===== config.mk =====
export PLATFORM = sky130hd
export DESIGN_NAME = sdr_wr_engine
export DESIGN_NICKNAME = d
export VERILOG_FILES = /design/src/rtl/sdr_wr_pkg.sv /design/src/rtl/sdr_wr_cmd_dec.sv /design/src/rtl/sdr_wr_burst.sv /design/src/rtl/sdr_wr_pre.sv /design/src/rtl/sdr_wr_engine.sv
export SDC_FILE = /design/constraint.sdc
export NUM_CORES = 1
export LEC_CHECK = 0
export ABC_CLOCK_PERIOD_IN_PS = 2300
export BUFFER_PORTS_ARGS = -buffer_cell sky130_fd_sc_hd__buf_4
export CORE_ASPECT_RATIO = 1.1
export CORE_MARGIN = 10
export CORE_UTILIZATION = 51
export DETAILED_ROUTE_END_ITERATION = 8
export GPL_TIMING_DRIVEN = 0
export PLACE_DENSITY = 0.79
export SYNTH_ARGS = -nofsm -noshare
export SYNTH_HDL_FRONTEND = slang
export SYNTH_HIERARCHICAL = 1
export SYNTH_SLANG_ARGS = --single-unit

===== constraint.sdc =====
create_clock -name clk_i -period 2.3 [get_ports clk_i]
set_input_delay 0.23 -clock clk_i [delete_from_list [all_inputs] [get_ports clk_i]]
set_output_delay 0.23 -clock clk_i [all_outputs]
set_load 0.03 [all_outputs]

===== src/rtl/sdr_wr_pkg.sv =====
package sdr_wr_pkg;

  typedef enum logic [2:0] {
    BL_1    = 3'd0,
    BL_2    = 3'd1,
    BL_4    = 3'd2,
    BL_8    = 3'd3,
    BL_PAGE = 3'd7
  } blen_e;

  // offset mask within an aligned burst block; full page masks every column bit
  function automatic logic [15:0] blen_mask(input logic [2:0] code);
    case (code)
      BL_2:    return 16'h0001;
      BL_4:    return 16'h0003;
      BL_8:    return 16'h0007;
      BL_PAGE: return 16'hffff;
      default: return 16'h0000;
    endcase
  endfunction

endpackage


===== src/rtl/sdr_wr_cmd_dec.sv =====
module sdr_wr_cmd_dec (
  input  logic cs_ni,
  input  logic ras_ni,
  input  logic cas_ni,
  input  logic we_ni,
  output logic wr_o
);
  assign wr_o = !cs_ni && ras_ni && !cas_ni && !we_ni;
endmodule


===== src/rtl/sdr_wr_burst.sv =====
module sdr_wr_burst #(
  parameter int COL_W = 8
) (
  input  logic             clk_i,
  input  logic             rst_ni,
  input  logic             wr_cmd_i,
  input  logic [COL_W-1:0] start_col_i,
  input  logic [COL_W-1:0] mask_i,
  input  logic             full_i,
  output logic             beat_o,
  output logic             last_o,
  output logic             act_o,
  output logic [COL_W-1:0] col_o
);
  logic             act_q, full_q;
  logic [COL_W-1:0] col_q, cnt_q, mask_q;
  logic [COL_W-1:0] col_inc, cnt_nxt;

  assign col_inc = col_q + COL_W'(1);
  assign act_o   = act_q;

  always_comb begin
    beat_o  = 1'b0;
    last_o  = 1'b0;
    col_o   = col_q;
    cnt_nxt = cnt_q;
    if (wr_cmd_i) begin
      beat_o  = 1'b1;
      col_o   = start_col_i;
      cnt_nxt = '0;
      last_o  = !full_i && (mask_i == '0);
    end else if (act_q) begin
      beat_o  = 1'b1;
      col_o   = (col_q & ~mask_q) | (col_inc & mask_q);
      cnt_nxt = cnt_q + COL_W'(1);
      last_o  = !full_q && (cnt_nxt == mask_q);
    end
  end

  always_ff @(posedge clk_i or negedge rst_ni) begin
    if (!rst_ni) begin
      act_q  <= 1'b0;
      full_q <= 1'b0;
      col_q  <= '0;
      cnt_q  <= '0;
      mask_q <= '0;
    end else begin
      if (beat_o) begin
        col_q <= col_o;
        cnt_q <= cnt_nxt;
        act_q <= !last_o;
      end
      if (wr_cmd_i) begin
        mask_q <= mask_i;
        full_q <= full_i;
      end
    end
  end


  burst_len_chk: assert property (@(posedge clk_i) disable iff (!rst_ni)
    (act_q && !full_q) |-> (cnt_q < mask_q));


  block_align_chk: assert property (@(posedge clk_i) disable iff (!rst_ni)
    (act_q && !wr_cmd_i) |-> ((col_o & ~mask_q) == (col_q & ~mask_q)));

endmodule


===== src/rtl/sdr_wr_pre.sv =====
module sdr_wr_pre #(
  parameter int BANK_W = 2
) (
  input  logic              clk_i,
  input  logic              rst_ni,
  input  logic              wr_cmd_i,
  input  logic              ap_i,
  input  logic [BANK_W-1:0] bank_i,
  input  logic              last_i,
  output logic              pre_o,
  output logic [BANK_W-1:0] pre_bank_o
);
  logic              ap_q;
  logic [BANK_W-1:0] bank_q;

  // a new WRITE overwrites the pending request, cancelling a truncated one
  always_ff @(posedge clk_i or negedge rst_ni) begin
    if (!rst_ni) begin
      ap_q       <= 1'b0;
      bank_q     <= '0;
      pre_o      <= 1'b0;
      pre_bank_o <= '0;
    end else begin
      if (wr_cmd_i) begin
        ap_q   <= ap_i;
        bank_q <= bank_i;
      end
      pre_o      <= last_i && (wr_cmd_i ? ap_i : ap_q);
      pre_bank_o <= wr_cmd_i ? bank_i : bank_q;
    end
  end


  cancel_ap_chk: assert property (@(posedge clk_i) disable iff (!rst_ni)
    (wr_cmd_i && !ap_i) |=> !pre_o);

endmodule


===== src/rtl/sdr_wr_engine.sv =====
module sdr_wr_engine
  import sdr_wr_pkg::*;
#(
  parameter int DATA_W = 16,
  parameter int COL_W  = 8,
  parameter int BANK_W = 2,
  parameter int ADDR_W = 12,
  parameter int AP_BIT = 10
) (
  input  logic              clk_i,
  input  logic              rst_ni,
  input  logic              cs_ni,
  input  logic              ras_ni,
  input  logic              cas_ni,
  input  logic              we_ni,
  input  logic [BANK_W-1:0] ba_i,
  input  logic [ADDR_W-1:0] addr_i,
  input  logic [DATA_W-1:0] dq_i,
  input  logic              dqm_i,
  input  logic [2:0]        blen_i,
  output logic              wr_en_o,
  output logic [BANK_W-1:0] wr_bank_o,
  output logic [COL_W-1:0]  wr_col_o,
  output logic [DATA_W-1:0] wr_data_o,
  output logic              pre_o,
  output logic [BANK_W-1:0] pre_bank_o
);
  logic              is_wr, beat, last, burst_act, full_sel;
  logic [15:0]       mask_w;
  logic [COL_W-1:0]  mask_sel, col;
  logic [BANK_W-1:0] cur_bank_q;
  logic              unused_addr;

  assign mask_w      = blen_mask(blen_i);
  assign mask_sel    = mask_w[COL_W-1:0];
  assign full_sel    = (blen_i == BL_PAGE);
  assign unused_addr = ^addr_i;

  sdr_wr_cmd_dec u_dec (
    .cs_ni (cs_ni),
    .ras_ni(ras_ni),
    .cas_ni(cas_ni),
    .we_ni (we_ni),
    .wr_o  (is_wr)
  );

  sdr_wr_burst #(.COL_W(COL_W)) u_burst (
    .clk_i      (clk_i),
    .rst_ni     (rst_ni),
    .wr_cmd_i   (is_wr),
    .start_col_i(addr_i[COL_W-1:0]),
    .mask_i     (mask_sel),
    .full_i     (full_sel),
    .beat_o     (beat),
    .last_o     (last),
    .act_o      (burst_act),
    .col_o      (col)
  );

  sdr_wr_pre #(.BANK_W(BANK_W)) u_pre (
    .clk_i     (clk_i),
    .rst_ni    (rst_ni),
    .wr_cmd_i  (is_wr),
    .ap_i      (addr_i[AP_BIT]),
    .bank_i    (ba_i),
    .last_i    (last),
    .pre_o     (pre_o),
    .pre_bank_o(pre_bank_o)
  );

  always_ff @(posedge clk_i or negedge rst_ni) begin
    if (!rst_ni) begin
      cur_bank_q <= '0;
      wr_en_o    <= 1'b0;
      wr_bank_o  <= '0;
      wr_col_o   <= '0;
      wr_data_o  <= '0;
    end else begin
      if (is_wr) cur_bank_q <= ba_i;
      wr_en_o   <= beat && !dqm_i;
      wr_bank_o <= is_wr ? ba_i : cur_bank_q;
      wr_col_o  <= col;
      wr_data_o <= dq_i;
    end
  end


  first_word_chk: assert property (@(posedge clk_i) disable iff (!rst_ni)
    is_wr |=> (wr_col_o == $past(addr_i[COL_W-1:0])) && (wr_bank_o == $past(ba_i))
              && (wr_data_o == $past(dq_i)) && (wr_en_o == !$past(dqm_i)));


  mask_chk: assert property (@(posedge clk_i) disable iff (!rst_ni)
    dqm_i |=> !wr_en_o);


  page_wrap_chk: assert property (@(posedge clk_i) disable iff (!rst_ni)
    (burst_act && !is_wr && full_sel) |=> (wr_col_o == $past(wr_col_o) + COL_W'(1)));


  pre_end_chk: assert property (@(posedge clk_i) disable iff (!rst_ni)
    pre_o |-> !burst_act);

endmodule


==> impl_metrics.py, run 1 <==
metrics = {
    "setup_path": {
        "crit_end": "u_pre/pre_o$_DFF_PN0_",
        "startpoint_type": "register",
        "critPathArrivalTime_ns": 2.42,
        "r2r_setup_slack_ns": 0.15,
        "r2r_cells": 8,
        "r2r-end": "u_pre/pre_o$_DFF_PN0_",
        "startpoint": "u_burst/cnt_q[0]$_DFFE_PN0P_",
        "slowest_stage": "or4_1",
        "required_ns": 2.57,
        "worst_setup_path_end_kind": "register",
        "crit_chain": "ha_1 > buf_2 > and2_1 > o21ai_0 > a31oi_1 > or4_1 > o21ai_1 > and2_4",
        "worst_path_largest_cell_delay_ns": 0.55,
        "reg2reg_from": "u_burst/cnt_q[0]$_DFFE_PN0P_",
        "crit_fanout": 10,
        "critical_path_class": "register to register",
    },
    "floorplan": {
        "start_util_pct": 52.1,
        "rows": 26,
        "coreArea_um2": 4590,
        "die_w_um": 85.3,
        "die_area_um2": 7820,
        "die_y_um": 91.8,
        "ioPinCount": 70,
    },
    "timing": {
        "clock.fmax_mhz": 466,
        "maxSlewViolCount": 0,
        "relSlewSlack_pct": 53.5,
        "rsz0062_at_grt": "false",
        "finalHoldViolations": 0,
        "finClkSkew_ns": 0.00507,
        "finalCritPeriodShare_pct": 93.4,
        "tightest_slew_ns": 0.695,
        "setup-violations-final": 0,
        "tns_ns": 0,
        "period_needed_ns": 2.15,
    },
    "clock_tree": {
        "clock_latency_ns": 0.33,
        "numClockSinks": 57,
        "clock_path_buffers": 2,
        "htree_levels": 3,
        "clock-root-buffer": "clkbuf_8",
        "clkTransAtPathRegs_ns": 0.06,
        "cts_tree": "built",
        "cts_made_buffers": 9,
    },
    "yosys": {
        "synth_cell_types": 36,
        "synth_area_leaders": "dfrtp_1 (60%), mux2_2 (7.1%), xor2_1 (5.1%)",
        "synth.avg_cell_area_um2": 12.1,
        "yosysWarnings": 6,
        "synth_cells": 197,
        "synth_area_leader_cell": "dfrtp_1",
        "ys_ff_latch": 57,
        "synth_top_area_share_pct": 59.7,
        "ys_seq_area_share_pct": 59.7,
        "syn_nets": 239,
        "syn_area_um2": 2390,
    },
    "placed_design": {
        "dp_cells": 319,
        "dp_hpwl_um": 3700,
        "port_buffers": 66,
        "gp_congestion": 0.827,
    },
    "route": {
        "post_drt_wl_per_cell_um": 15.4,
        "via_per_inst": 5.07,
        "drc": 0,
        "drt-total-wl_um": 5420,
        "drtIter0Drc": 103,
        "first_pass_iters": 4,
        "ant_nets": 0,
        "dr_total_vias": 1784,
    },
    "status": {
        "outcome": "completed",
    },
    "global_routing": {
        "grt_start_max_net_pins": 58,
        "grt_pass1_wl_um": 8980,
        "first_global_vias": 1876,
        "grt.overflow.total": 0,
        "antenna_found_initial": 0,
        "track_usage_pct": 14.4,
    },
    "layout": {
        "drive_above_1_share_pct": 34.8,
        "fin_nets": 333,
        "area_delta_synth_final_pct": 38.4,
        "final_cells": 352,
        "final_cell_mix": "buf_4 (66), dfrtp_1 (57), dlygate4sd3_1 (17)",
        "num_antenna_cells": 0,
        "layout_commonest_cell": "buf_4",
    },
    "min_path": {
        "hold_class": "primary input to register",
    },
    "pwr": {
        "power_density_nw_per_um2": 1010,
        "p_leak_uw": 0.00153,
        "ir_drop_v": 0.000724,
    },
    "run": {
        "cap_violations": 0,
    },
}
## registers in the layout, indices dropped and copies added, names as in the netlist
signal,cells
u_burst/act_o,1
u_pre/pre_o,1
u_pre/pre_bank_o,2
u_burst/cnt_q,8
wr_col_o,8
u_pre/ap_q,1
wr_en_o,1
u_burst/mask_q,8
wr_data_o,16
u_burst/full_q,1
cur_bank_q,2
u_burst/col_q,8
## layout make-up
cell class | instances | area [um2]
Clock buffer | 12 | 155
Multi-Input combinational cell | 129 | 920
Tap cell | 56 | 70.1
Clock inverter | 4 | 27.5
Buffer | 9 | 35.0
Sequential cell | 57 | 1430
Fill cell | 311 | 1280
Timing Repair Buffer | 83 | 666
Inverter | 2 | 7.51
## cells in the mapped netlist
master / instances
o32a_1: 1
nand4_1: 5
a31oi_1: 2
o21ai_0: 17
dfrtp_1: 57
ha_1: 2
nor4_1: 1
nor4b_1: 1
and3_1: 3
buf_2: 1
and2_4: 1
nor4b_2: 1
buf_1: 2
xnor2_1: 9
mux2_4: 1
mux2i_1: 2
mux2_2: 15
nor2_1: 11
nor2b_1: 1
and4_1: 1
nand2_1: 13
a211o_1: 1
and4bb_1: 1
or2_2: 1
o21a_1: 3
and2_1: 5
nand2b_1: 2
inv_1: 2
nand3_1: 10
xor2_1: 14
a211oi_1: 1
and3_2: 1
clkbuf_1: 6
or4_1: 1
maj3_2: 1
o211a_1: 1
## per-layer routing
metal	vias up	track usage [%]	wire length, um
met5	-	0	0
met4	0	8.65	105
met3	8	3.36	322
met2	49	24.0	2810
met1	857	16.4	2180
li1	870	-	-
## critical path, delay by kind of cell (launching register included)
kind | cells | cell delay (ns)
AND/OR/NAND/NOR | 3 | 0.88
flip-flops | 1 | 0.43
AO/OA/AOI/OAI | 3 | 0.40
adder cells (fa/ha/maj) | 1 | 0.21
buffers and inverters | 1 | 0.17
## cells by family (layout without fill, tap and decap cells)
| group | Yosys count | after routing | share of synthesized area, % |
|---|---|---|---|
| and+or+nand+nor | 59 | 59 | 13.5 |
| DFF | 57 | 57 | 59.7 |
| AOI/OAI and AO/OA | 26 | 26 | 6.55 |
| xor gates and xnor gates | 23 | 23 | 8.43 |
| muxes | 18 | 18 | 8.54 |
| buffers and inverters | 11 | 110 | 1.78 |
| adders and majority gates | 3 | 3 | 1.52 |
## worst min-delay path by stage
stage                     startpoint  cells past startpoint                   endpoint
after CTS                      dqm_i                      2          wr_en_o$_DFF_PN0_
after global routing           dqm_i                      2          wr_en_o$_DFF_PN0_
after detailed placement      rst_ni                      1    wr_data_o[10]$_DFF_PN0_
final                          dqm_i                      2          wr_en_o$_DFF_PN0_
after floorplan               rst_ni                      0  cur_bank_q[0]$_DFFE_PN0P_
after global placement        rst_ni                      1    wr_data_o[10]$_DFF_PN0_
## report_power, final
part           internal, uW  switching, uW
logic                   489            571
clock network           447            393
registers              1240            185
## metrics by stage
| stage | worst slack (ns) | hold slack [ns] | utilization [%] | instance area, um2 | total power [uW] |
|---|---|---|---|---|---|
| detailed placement | -0.0689 | 0.324 | 64.4 | 2950 | 2480 |
| CTS | 0.0941 | 0.0350 | 72.1 | 3310 | 3350 |
| floorplan | 0.270 | -0.0656 | - | 2390 | 2120 |
| global route | 0.0119 | 0.0416 | 72.1 | 3310 | 3540 |
| finish | 0.152 | 0.0413 | 72.1 | 3310 | 3320 |
| global placement | 0.00355 | 0.320 | 64.4 | 2950 | 2450 |
## timing repair
item	4_1_cts	5_1_grt
setup buffers	0	0
endpoints found under the setup margin	0	1
endpoints found under the hold margin	73	0
resized for setup	0	1
hold buffers	17	0
(Power assumes the default switching activity.)
==> inputs of run 2 (changes only) <==
- ABC_AREA: unset -> 1
==> run 2 against run 1 <==
Critical path depth rose by 7. Count of clock-buffer cells in the layout rose by 2. First-iteration DRC count rose by 40%. Sequential share of layout area fell by 0.85 points. Largest power group unchanged. Highest routed layer unchanged.
==> impl_metrics.py, run 2 <==
metrics = {
    "setup_path": {
        "crit_chain": "buf_4 > inv_1 > nand2_1 > nor2_1 > inv_2 > nand2_1 > nor2_1 > nand3_1 > nor2_1 > nand3_1 > nor2_1 > nand3_1 > nand2_2 > inv_1 > nor2_2",
        "r2r_setup_slack_ns": 0.56,
        "r2r-end": "u_pre/pre_o$_DFF_PN0_",
        "r2r_cells": 12,
        "worst_setup_path_end_kind": "register",
        "required_ns": 2.53,
        "critical_path_class": "primary input to register",
        "worst_path_largest_cell_delay_ns": 0.78,
        "critPathArrivalTime_ns": 2.16,
        "slowest_stage": "nor2_1",
        "startpoint_type": "primary input",
        "reg2reg_from": "u_burst/cnt_q[0]$_DFFE_PN0P_",
        "path_buf_inv": 4,
        "crit_family": "simple AND/OR/NAND/NOR gates",
        "cpMostUsedCell": "nor2_1",
        "crit_fanout": 14,
    },
    "floorplan": {
        "rows": 26,
        "die_y_um": 92.2,
        "die_w_um": 85.6,
        "start_util_pct": 52.3,
        "ioPinCount": 70,
        "coreArea_um2": 4620,
        "die_area_um2": 7890,
    },
    "clock_tree": {
        "cts_hold_buf": 17,
        "clock-root-buffer": "clkbuf_8",
        "cts_made_buffers": 9,
        "htree_levels": 3,
        "clock_path_buffers": 2,
        "ctsResizeCount": 0,
        "numClockSinks": 57,
        "cts_tree": "built",
        "clock_latency_ns": 0.33,
        "clkTransAtPathRegs_ns": 0.06,
        "post-cts-setup-buffers": 0,
    },
    "pwr": {
        "p_leak_uw": 0.00167,
        "pwr-share-seq_pct": 39.6,
        "internal_power_uw": 2390,
        "p_comb_share_pct": 31.9,
        "p_switching_uw": 1290,
        "clkPwrFrac_pct": 28.6,
        "ir_drop_v": 0.000955,
        "power_density_nw_per_um2": 1090,
        "netSwitchingFraction_pct": 35.1,
    },
    "yosys": {
        "syn_nets": 308,
        "ys_async_sr_fraction_pct": 100,
        "ys_ff_latch": 57,
        "synth_cell_types": 27,
        "syn_area_um2": 2410,
        "synth_area_leaders": "dfrtp_1 (59%), nand2_1 (9.9%), inv_1 (5.1%)",
        "synth_top_area_share_pct": 59.1,
        "ys_seq_area_share_pct": 59.1,
        "synth_enable_flop_cells": 0,
        "yosys-top-cells-count": "nand2_1 (64), dfrtp_1 (57), inv_1 (33), nand3_1 (20), o21ai_0 (18)",
        "yosysWarnings": 6,
        "synth.avg_cell_area_um2": 9.08,
        "synth_cells": 266,
        "synth_top_flop_cell": "dfrtp_1",
        "synth_most_common_cell": "nand2_1",
        "synth_area_leader_cell": "dfrtp_1",
    },
    "min_path": {
        "holdPathStages": 2,
        "whs_endpoint": "wr_en_o$_DFF_PN0_",
        "hold_class": "primary input to register",
        "hp-start": "dqm_i",
    },
    "route": {
        "via_per_inst": 4.95,
        "ant_nets": 0,
        "dr_total_vias": 2085,
        "post_drt_wl_per_cell_um": 14.5,
        "drtIter0Drc": 144,
        "first_pass_iters": 4,
        "drc": 0,
        "drt-total-wl_um": 6100,
    },
    "layout": {
        "fin_nets": 402,
        "area_delta_synth_final_pct": 39.7,
        "multiInputGateArea_um2": 831,
        "num_antenna_cells": 0,
        "regArea_um2": 1430,
        "post-route-util_pct": 73.0,
        "layout_commonest_cell": "buf_4",
        "largest-register": "wr_data_o",
        "final_cell_mix": "buf_4 (66), nand2_1 (64), dfrtp_1 (57)",
        "largest_register_ffs": 16,
        "drive_above_1_share_pct": 26.3,
        "finalInstanceArea_um2": 3370,
        "fill_cells": 341,
    },
    "global_routing": {
        "grt.overflow.total": 0,
        "use_met3_pct": 4.69,
        "grt_pass1_wl_um": 10200,
        "first_global_vias": 2166,
        "grt_start_max_net_pins": 58,
        "antenna_found_initial": 0,
        "track_usage_pct": 16.4,
        "top_usage_layer": "met2",
        "grt_use_met2_pct": 28.8,
        "grt_use_met1_pct": 17.1,
    },
    "timing": {
        "relSlewSlack_pct": 31.3,
        "period_needed_ns": 1.93,
        "finalCritPeriodShare_pct": 84.0,
        "finClkSkew_ns": 0.00632,
        "rsz0062_at_grt": "false",
        "clock.fmax_mhz": 518,
        "hold_slack_ns": 0.0407,
        "finalHoldViolations": 0,
        "tightest_slew_ns": 1.03,
        "maxSlewViolCount": 0,
        "setup-violations-final": 0,
        "tns_ns": 0,
    },
    "run": {
        "cap_violations": 0,
    },
    "placed_design": {
        "placed_area_um2": 2980,
        "port_buffers": 66,
        "gp_congestion": 0.826,
        "dp_hpwl_um": 4190,
    },
    "status": {
        "outcome": "completed",
    },
}
run 2: cell types whose count changed after synthesis, sizes merged, moves of 7 or more:
cell | before | now
mux2 | 16 | 0
nor2 | 11 | 22
xor2 | 14 | 3
xnor2 | 9 | 2
nand3 | 10 | 21
nand2 | 13 | 70
inv | 2 | 37
run 2: cell type report:
| type | count | share of cell area, % |
|---|---|---|
| clock buffers | 14 | 4.82 |
| repair buffers | 83 | 19.7 |
| flip-flops and latches | 57 | 42.3 |
| multi-input cells | 167 | 24.6 |
| well taps | 56 | 2.08 |
| inverters | 39 | 4.34 |
| plain buffers | 3 | 0.334 |
| clock inverters | 2 | 1.78 |
run 2: how the worst max path moves through the flow:
stage | cells past startpoint | to | slack [ns] | start
final | 15 | u_pre/pre_o$_DFF_PN0_ | 0.37 | cs_ni
after global placement | 15 | u_pre/pre_o$_DFF_PN0_ | 0.12 | cs_ni
after detailed placement | 15 | u_pre/pre_o$_DFF_PN0_ | 0.11 | cs_ni
after global routing | 15 | u_pre/pre_o$_DFF_PN0_ | 0.28 | cas_ni
after CTS | 15 | u_pre/pre_o$_DFF_PN0_ | 0.43 | cs_ni
after floorplan | 14 | u_pre/pre_o$_DFF_PN0_ | 0.65 | cs_ni
run 2: through the flow:
| step | setup slack (ns) | total power [uW] | std cells |
|---|---|---|---|
| floorplan | 0.652 | 2210 | 266 |
| global placement | 0.115 | 2570 | 388 |
| detailed placement | 0.106 | 2610 | 388 |
| CTS | 0.433 | 3710 | 421 |
| global route | 0.281 | 3910 | 421 |
| finish | 0.368 | 3680 | 421 |
run 2: cell families after synthesis:
logic type | Yosys count | synth area share (%)
xor+xnor | 5 | 1.81
flops | 57 | 59.1
simple gates | 121 | 22.4
compound gates | 39 | 9.17
buf+inv | 42 | 6.53
fa+ha+maj | 2 | 1.04
run 2: worst reg2reg max path: cells and delay by family, from the launching register on:
| kind | cells | cell delay [ns] |
|---|---|---|
| adder cells (fa/ha/maj) | 1 | 0.25 |
| buffers and inverters | 2 | 0.16 |
| flip-flops | 1 | 0.42 |
| AND/OR/NAND/NOR | 9 | 0.84 |
run 2: power by group through the flow:
stage | logic [uW] | registers (uW) | clock network (uW)
after global routing | 1310 | 1490 | 1120
final | 1170 | 1460 | 1050
after CTS | 1180 | 1450 | 1080
after floorplan | 586 | 1630 | 0
after detailed placement | 1150 | 1460 | 0
after global placement | 1120 | 1460 | 0
run 2: per-layer routing:
layer / up-vias / wire [um]
li1: 1041 / -
met1: 986 / 2450
met2: 46 / 3280
met3: 12 / 250
met4: 0 / 125
met5: - / 0
==> inputs of run 3 (changes only) <==
- ABC_CLOCK_PERIOD_IN_PS: 2300 -> 1950
- clock period: 2.3 -> 1.95 ns (I/O delays scaled with it)
==> run 3 against run 2 <==
Cell count is 0.24% higher. Clock power is 18% higher. Highest routed layer unchanged. Largest cell class unchanged. Largest power group unchanged. Sequential cell count stayed put.
==> impl_metrics.py, run 3 (synthesized netlist as in run 2, its figures left out) <==
metrics = {
    "status": {
        "outcome": "completed",
    },
    "layout": {
        "finalInstanceArea_um2": 3390,
        "fill_cells": 343,
        "fin_nets": 403,
        "largest-register": "wr_data_o",
        "final_cell_mix": "buf_4 (66), nand2_1 (64), dfrtp_1 (57)",
        "drive_above_1_share_pct": 26.5,
        "final_cells": 422,
        "num_antenna_cells": 0,
        "area_delta_synth_final_pct": 40.2,
        "layout_commonest_cell": "buf_4",
        "largest_register_ffs": 16,
    },
    "run": {
        "cap_violations": 0,
    },
    "timing": {
        "period_needed_ns": 1.80,
        "relSlewSlack_pct": 53.5,
        "finClkSkew_ns": 0.00673,
        "finalHoldViolations": 0,
        "worst_slack_ns": 0.149,
        "setup-violations-final": 0,
        "tightest_slew_ns": 0.697,
        "rsz0062_at_grt": "false",
        "clock.fmax_mhz": 555,
        "maxSlewViolCount": 0,
        "finalCritPeriodShare_pct": 92.3,
    },
    "setup_path": {
        "startpoint": "u_burst/cnt_q[0]$_DFFE_PN0P_",
        "reg2reg_from": "u_burst/cnt_q[0]$_DFFE_PN0P_",
        "r2r-end": "u_pre/pre_o$_DFF_PN0_",
        "worst_setup_path_end_kind": "register",
        "r2r_cells": 12,
        "critical_path_class": "register to register",
        "r2r_setup_slack_ns": 0.15,
        "crit_fanout": 4,
        "required_ns": 2.22,
        "critPathArrivalTime_ns": 2.07,
        "crit_end": "u_pre/pre_o$_DFF_PN0_",
        "startpoint_type": "register",
    },
    "placed_design": {
        "dp_cells": 388,
        "dp_slack_ns": -0.209,
        "gp_congestion": 0.826,
        "port_buffers": 66,
        "placed_area_um2": 2980,
        "dp_hpwl_um": 4190,
    },
    "floorplan": {
        "rows": 26,
        "die_w_um": 85.6,
        "start_util_pct": 52.3,
        "ioPinCount": 70,
        "die_area_um2": 7890,
        "coreArea_um2": 4620,
        "die_y_um": 92.2,
    },
    "route": {
        "drt-total-wl_um": 6250,
        "drc": 0,
        "drtIter0Drc": 129,
        "dr_total_vias": 2077,
        "via_per_inst": 4.92,
        "first_pass_iters": 4,
        "ant_nets": 0,
        "post_drt_wl_per_cell_um": 14.8,
    },
    "global_routing": {
        "track_usage_pct": 16.8,
        "grt_start_max_net_pins": 58,
        "grt.overflow.total": 0,
        "grt_pass1_wl_um": 10400,
        "first_global_vias": 2182,
        "antenna_found_initial": 0,
    },
    "pwr": {
        "ir_drop_v": 0.00113,
        "power_density_nw_per_um2": 1290,
        "fin_total_pwr_uw": 4360,
        "p_leak_uw": 0.00168,
    },
    "clock_tree": {
        "htree_levels": 3,
        "cts_made_buffers": 9,
        "clock_path_buffers": 2,
        "clkTransAtPathRegs_ns": 0.06,
        "clock-root-buffer": "clkbuf_8",
        "numClockSinks": 57,
        "cts_tree": "built",
        "clock_latency_ns": 0.34,
    },
    "min_path": {
        "hold_class": "primary input to register",
    },
}
==> run 3: metal layers <==
layer | global-route usage (%) | part of all wire [%] | vias up
li1 | - | - | 1043
met1 | 17.0 | 39 | 980
met2 | 30.2 | 55 | 47
met3 | 4.87 | 5.1 | 7
met4 | 8.79 | 1.4 | 0
met5 | 0 | 0 | -
==> run 3: per-stage QoR <==
stage	util, %	setup TNS, ns	hold WS, ns
6_report	73.3	0	0.0702
2_1_floorplan	-	0	-0.101
3_5_place_dp	64.5	-0.330	0.298
3_3_place_gp	64.5	-0.335	0.293
5_1_grt	73.3	0	0.0614
4_1_cts	73.2	0	0.0505
==> run 3: worst min-delay path by stage <==
stage,slack (ns),cells past startpoint,from,to
3_5_place_dp,0.30,1,rst_ni,cur_bank_q[1]$_DFFE_PN0P_
3_3_place_gp,0.29,1,rst_ni,cur_bank_q[1]$_DFFE_PN0P_
5_1_grt,0.06,3,ba_i[1],u_pre/pre_bank_o[1]$_DFFE_PN0P_
2_1_floorplan,-0.10,0,rst_ni,cur_bank_q[0]$_DFFE_PN0P_
6_report,0.07,3,ba_i[0],u_pre/pre_bank_o[0]$_DFFE_PN0P_
4_1_cts,0.05,3,ba_i[1],u_pre/pre_bank_o[1]$_DFFE_PN0P_
==> run 3: layout make-up <==
cell class / instances / area (um2) / area share, %
Buffer: 3 / 11.3 / 0.333
Clock buffer: 14 / 163 / 4.80
Multi-Input combinational cell: 167 / 833 / 24.6
Clock inverter: 2 / 60.1 / 1.77
Sequential cell: 57 / 1430 / 42.1
Timing Repair Buffer: 84 / 676 / 20.0
Inverter: 39 / 146 / 4.32
Tap cell: 56 / 70.1 / 2.07
==> run 3: critical path, cell delays in order (launching register included) <==
cell and delay, ns:
dfrtp_1 0.43, ha_1 0.25, nand3_1 0.16, clkinv_1 0.13
nand2_1 0.11, nand2_1 0.09, nand2_1 0.07, nand2_1 0.05
nor2_1 0.10, nand3_1 0.11, nand2_2 0.09, inv_1 0.05
nor2_2 0.11
==> run 3: report_power, final <==
part | internal [uW] | switching [uW] | total [uW] | leakage [uW]
sequential | 1490 | 228 | 1720 | 0.000687
combinational | 537 | 857 | 1390 | 0.000879
clock | 791 | 452 | 1240 | 0.000111
total | 2820 | 1540 | 4360 | 0.00168
==> run 3: timing repair <==
action                                  4_1_cts  5_1_grt
hold buffers                                 18        0
endpoints found under the setup margin        0        1
buffers inserted                              0        0
hold endpoints to repair                     74        0
resized for setup                             0        1
